<file path="src/rtl/vcode_stepper.sv">
module vcode_stepper #(
  parameter int CODE_W = 8,
  parameter int ADDR_W = 8,
  parameter int DATA_W = 8,
  parameter logic [ADDR_W-1:0] A_CMD  = 'h21,
  parameter logic [ADDR_W-1:0] A_SELA = 'hD2,
  parameter logic [ADDR_W-1:0] A_SELB = 'hD3,
  parameter logic [ADDR_W-1:0] A_RATE = 'hD6,
  parameter logic [ADDR_W-1:0] A_OFS  = 'hDD
) (
  input  logic              clk,
  input  logic              rst_n,
  input  logic [CODE_W-1:0] pin_code,
  input  logic              wr_en,
  input  logic [ADDR_W-1:0] wr_addr,
  input  logic [DATA_W-1:0] wr_data,
  input  logic              tick,
  output logic [CODE_W-1:0] dac_code
);
  localparam int SW = CODE_W + 2;
  localparam logic signed [SW-1:0] MAXV = SW'((1 << CODE_W) - 1);

  logic [CODE_W-1:0] cmd_q, target;
  logic              cmd_seen, sel_a, sel_b;
  logic [5:0]        ofs_q;
  logic [2:0]        rate_q, cnt_q;
  logic signed [SW-1:0] base_s, mag_s, sum_s;

  assign base_s = $signed({2'b00, (sel_a | sel_b) ? cmd_q : pin_code});
  assign mag_s  = $signed({{(SW-5){1'b0}}, ofs_q[4:0]});
  assign sum_s  = ofs_q[5] ? base_s - mag_s : base_s + mag_s;

  always_comb begin
    if (sum_s < 0)          target = '0;
    else if (sum_s > MAXV)  target = '1;
    else                    target = sum_s[CODE_W-1:0];
  end

  always_ff @(posedge clk) begin
    if (!rst_n) begin
      cmd_q    <= '0;
      cmd_seen <= 1'b0;
      sel_a    <= 1'b0;
      sel_b    <= 1'b0;
      ofs_q    <= '0;
      rate_q   <= '0;
      cnt_q    <= '0;
      dac_code <= '0;
    end else begin
      if (wr_en) begin
        case (wr_addr)
          A_CMD:  begin cmd_q <= wr_data[CODE_W-1:0]; cmd_seen <= 1'b1; end
          A_SELA: sel_a  <= wr_data[3] & cmd_seen;
          A_SELB: sel_b  <= wr_data[3] & cmd_seen;
          A_RATE: rate_q <= wr_data[2:0];
          A_OFS:  ofs_q  <= wr_data[5:0];
          default: ;
        endcase
      end
      if (tick) begin
        if (dac_code == target) begin
          cnt_q <= '0;
        end else if (cnt_q >= rate_q) begin
          cnt_q    <= '0;
          dac_code <= (dac_code < target) ? dac_code + 1'b1 : dac_code - 1'b1;
        end else begin
          cnt_q <= cnt_q + 1'b1;
        end
      end
    end
  end
endmodule


</file>
<file path="config.mk">
export PLATFORM = sky130hd
export DESIGN_NAME = vcode_stepper
export DESIGN_NICKNAME = d
export VERILOG_FILES = /design/src/rtl/vcode_stepper.sv
export SDC_FILE = /design/constraint.sdc
export NUM_CORES = 1
export LEC_CHECK = 0
export CORE_MARGIN = 2
export CORE_UTILIZATION = 50
export CTS_CLUSTER_DIAMETER = 60
export CTS_CLUSTER_SIZE = 10
export DETAILED_ROUTE_END_ITERATION = 10
export PLACE_DENSITY = 0.74
export SETUP_SLACK_MARGIN = 0.2
export SYNTH_ARGS = -nofsm -noshare
export SYNTH_HDL_FRONTEND = slang
export SYNTH_SLANG_ARGS = --single-unit
</file>
<file path="constraint.sdc">
create_clock -name clk -period 6.4 [get_ports clk]
set_input_delay 1.92 -clock clk [delete_from_list [all_inputs] [get_ports clk]]
set_output_delay 1.92 -clock clk [all_outputs]
set_load 0.02 [all_outputs]
</file>
Word level (Yosys, flattened, before mapping)
Cells that the tools add are included.

Bits in latches: 0. Bits in read-only memories: 0. Memories: 0. Input bits: 28. Bits in writable memories: 0. Logic and storage cells: 39. Bits in registers: 31.

Bitwise gates (word level): 3. Div/mod/pow operators: 0. Mux-type cells: 7. Magnitude comparators: 4. Reduce and logical (&&, ||, !) cells: 6. Add/sub/neg operators: 5. Shifts and indexed selects: 0. Eq/ne operators: 6. $mul: 0.

Operators by type and width (count): 8-bit == test (second input constant) (4); 8-bit 2-to-1 mux (4); 10-bit by 9-bit > comparator with 1-bit output (second input constant) (1); 10-bit by 1-bit less-than comparator with 1-bit output (second input constant) (1); 10-bit 2-to-1 mux (1); 2-bit AND reduction (5); 8-bit by 5-bit adder with 9-bit output (1); 8-bit by 5-bit subtractor with 9-bit output (1); 8-bit by 1-bit adder with 8-bit output (second input constant) (1); 8-bit by 6-bit == test with 1-bit output (second input constant) (1); 8-bit == test (1); 8-bit less-than comparator (1); 8-bit by 1-bit subtractor with 8-bit output (second input constant) (1); 3-bit 2-to-1 mux (2); 3-bit by 1-bit adder with 3-bit output (second input constant) (1); 3-bit >= comparator (1); 3-bit AND reduction (1); 1-bit bitwise AND (1); 1-bit inverter (1); 1-bit OR (1).

Longest topological paths before layout
Depth in word-level cells: 10. Mapped depth: 24.

Worst setup path after synthesis
OpenSTA, ideal clock, no wires.

Kind: input port to flip-flop. Start: in pin_code[0]. End: reg dac_code[6]. Library setup time: 0.126 ns. Stages on the path: 22. Data required time: 6.274 ns. Data arrival time: 5.740 ns. Path buffers: 0. Slack: 0.534 ns. Cells stage by stage: mux2_2 inv_1 ha_1 inv_1 fa_1 nor2b_4 nor3_1 o31a_1 nand2_1 xor2_1 a22o_1 ha_1 a21oi_1 nand2_1 a221o_1 fa_1 a21o_1 a21oi_1 o21ai_0 xor2_1 nand3_1 o21ai_0.

Longest elaborated chain between the ends: 9. Elaborated cells between the ends (all ways): 13. Classes of those cells: 2 x add/sub; 3 x order compare; 1 x eq/ne; 5 x mux; 1 x bitwise; 1 x reduce/logical.

RTL lines: start, declared (RTL line 13) `input logic [CODE_W-1:0] pin_code,`; 8-bit 2-to-1 mux (*) (RTL line 29) `assign base_s = $signed({2'b00, (sel_a | sel_b) ? cmd_q : pin_code});`; 8-bit by 5-bit adder with 9-bit output or 8-bit by 5-bit subtractor with 9-bit output (tied branches) (RTL line 31) `assign sum_s = ofs_q[5] ? base_s - mag_s : base_s + mag_s;`; 10-bit 2-to-1 mux (*) (RTL line 31); 10-bit by 9-bit > comparator with 1-bit output (RTL line 35) `else if (sum_s > MAXV) target = '1;`; 8-bit 2-to-1 mux (RTL line 35); 8-bit 2-to-1 mux (*) (RTL line 34) `if (sum_s < 0) target = '0;`; branches (longest 3 deep; another with 8-bit less-than comparator); end signal, assigned (RTL line 65) `dac_code <= (dac_code < target) ? dac_code + 1'b1 : dac_code - 1'b1;`; end, declared (RTL line 18) `output logic [CODE_W-1:0] dac_code`.

Mark *: on every way between the ends. A chain may end at the register's enable or synchronous reset.

Final worst setup path
Start: in pin_code[2]. End: reg dac_code[6].

The elaborated chain is that of the path after synthesis.

==> out/results.ini <==
[final_layout]
final_cell_mix = clkdlybuf4s50_1 (34), dfxtp_1 (31), nor2b_1 (28), mux2i_1 (25), inv_1 (21)
antennaDiodeCount = 0
num-nets-final = 383
area_growth_pct = 31.5
final_common_cell = clkdlybuf4s50_1
stdcell_area_um2 = 3300
fin_util_pct = 68.9
drive_gt1_share_pct = 18.5

[logic_synthesis]
synth_area_leaders = dfxtp_1 (25%), ha_1 (14%), mux2i_1 (10%)
synth_top_family_by_area = simple AND/OR/NAND/NOR gates
synth_edf_count = 0
ys_ff_latch = 31
ys_async_sr_fraction_pct = 0
synth_area_leader_cell = dfxtp_1
synth-adder-area-share_pct = 16.9
synthMuxAreaShare_pct = 14.7
syn_avg_cell_area_um2 = 8.95
synth_nets = 340
yosysSeqAreaShare_pct = 24.8
ys_warn_count = 0
synth.distinct_cells = 49
synth-simple-area-share_pct = 18.9
syn_area_um2 = 2510
syn_inst = 280
yosys.area.top_type_share_pct = 24.8
synth_xor_area_share_pct = 4.19
synth_ff_type = dfxtp_1
synth-compound-area-share_pct = 15.1

[pwr]
ir_drop_mv = 0.159
leakage_uw = 0.00144
p_per_area_nw_per_um2 = 158
total_power_uw = 520

[grt]
grt_pass1_vias = 1992
grt_pass1_wl_mm = 9.43
grt_overflow = 0
gr-usage-all-layers_pct = 22.1
antenna_found_initial = 0
grt_max_degree = 34

[placement]
place_congestion = 0.890
dpl.hpwl_mm = 4.28
dpl_cell_area_um2 = 2940
io_buffers = 35

[die]
core_um2 = 4790
design.portCount = 36
die_w_um = 74.8
die_h_um = 74.8
fp.dieArea_um2 = 5590
start_util_pct = 52.4
rows = 25

[routing]
detail-route-antenna-nets = 0
wl_per_cell_um = 15.1
via_per_inst = 5.42
finalWirelength_mm = 5.92
drtIter0Drc = 163
drtPass1Iterations = 4
vias = 2118
drc = 0

[sta]
rsz0062_at_grt = no
fmax_mhz = 166
hold_viol_final = 0
worst_pin_slew_ns = 0.977
setup_viol = 0
maxSlewViolCount = 0
skew_ns = 0.00782
fin_crit_sh_pct = 94.3
period_minus_slack_ns = 6.04
relSlewSlack_pct = 34.7

[clock_tree]
cts-root-buf = clkbuf_8
numCtsBuffers = 5
h-tree-depth = 2
ctsHoldBuffers = 0
cts_tree = done
clockBufferDepth = 2
clk_pin_slew_worst_paths_ns = 0.06
cts_num_sinks = 31
clkLatencyLatePin_ns = 0.28

[worst_setup_path]
ff2ff_setup_slack_ns = 1.24
critPathCaptureType = flop
critPathArrivalTime_ns = 6.17
crit_type = in2reg
cp-start-kind = input pin
critPathRequiredTime_ns = 6.53
crit_fanout = 6
r2r-end = dac_code[6]
r2r_start = sel_b
startpoint = pin_code[2]
setup.worst_path.end = dac_code[6]
rr_worst_depth = 23

[outcome]
status = finished clean

[worst_hold_path]
holdCritPathClass = reg2reg

[flow_run]
max-cap-violations = 0

## cell usage after synthesis (all sizes together), types with 2 or more instances
cell / count
fa: 3
xnor2: 7
o31ai: 4
o21ai: 14
a32oi: 2
nand4: 5
mux2i: 26
nand2: 13
a21o: 3
a21oi: 17
xor2: 5
dfxtp: 31
ha: 29
buf: 4
and2: 2
o211a: 2
nor2: 20
mux2: 9
nand3: 7
nand3b: 2
nand2b: 4
o31a: 2
nor2b: 30
a21boi: 2
inv: 22
clkbuf: 4
## registers in the layout (all words and copies together) (netlist names)
register / cells
cmd_q: 8
dac_code: 8
ofs_q: 6
cnt_q: 3
rate_q: 3
cmd_seen: 1
sel_a: 1
sel_b: 1
## per-layer routing
layer  part of all wire (%)  vias to the layer above  track usage [%]
li1                       -                     1060                -
met1                     47                      998             30.8
met3                    4.1                       14             3.75
met4                    2.0                        0             6.94
met2                     47                       46             35.1
met5                      0                        -                0
## kinds of logic after synthesis
group                      after synthesis
muxes                                   35
AOI/OAI and AO/OA                       53
xor gates and xnor gates                12
DFF                                     31
buffers and inverters                   31
adders and majority gates               32
and+or+nand+nor                         86
## area by class of cell
cell class | count | area, µm²
multi-input cells | 218 | 1950
flip-flops and latches | 31 | 621
well taps | 67 | 83.8
repair buffers | 44 | 424
fillers | 376 | 1490
inverters | 23 | 86.3
clock inverters | 2 | 60.1
clock buffers | 6 | 72.6
## worst max-delay path: stages
cell	delay [ns]
clkdlybuf4s50_1	0.40
mux2_2	0.28
ha_1	0.29
nand2b_4	0.16
a221oi_4	0.33
o2111ai_4	0.20
nor2_4	0.22
o21ai_2	0.08
ha_1	0.34
a21oi_2	0.15
o221ai_1	0.12
a221o_2	0.53
fa_2	0.39
a21o_1	0.20
a21oi_2	0.16
o21ai_1	0.09
xor2_1	0.15
nand3_1	0.08
o21ai_1	0.08
## worst min path at each step
| stage | startpoint | to | slack (ns) | depth (start not counted) |
|---|---|---|---|---|
| final | cmd_seen | cmd_seen | 0.46 | 2 |
| after floorplan | cmd_seen | cmd_seen | 0.43 | 2 |
| after detailed placement | cmd_seen | cmd_seen | 0.45 | 2 |
| after CTS | cmd_seen | cmd_seen | 0.46 | 2 |
| after global placement | cmd_seen | cmd_seen | 0.45 | 2 |
| after global routing | cmd_seen | cmd_seen | 0.49 | 2 |
## repair_timing
action | CTS | global route
setup endpoints to repair | 2 | 5
resized for setup | 8 | 28
setup buffers | 0 | 2
pin swaps | 3 | 22
## where the power goes
group          internal (µW)  total, µW  switching [µW]
Sequential               196        201            5.07
Clock                    156        227            71.8
Combinational           49.9       92.4            42.4
## through the flow
step	hold slack, ns	setup WS (ns)	TNS, ns	cells
6_report	0.461	0.362	0	391
5_1_grt	0.486	0.137	0	391
4_1_cts	0.461	0.217	0	389
3_5_place_dp	0.451	-0.142	-0.281	381
3_3_place_gp	0.447	0.0240	0	381
2_1_floorplan	0.430	0.534	0	280
Power figures use the tool's default switching activity.
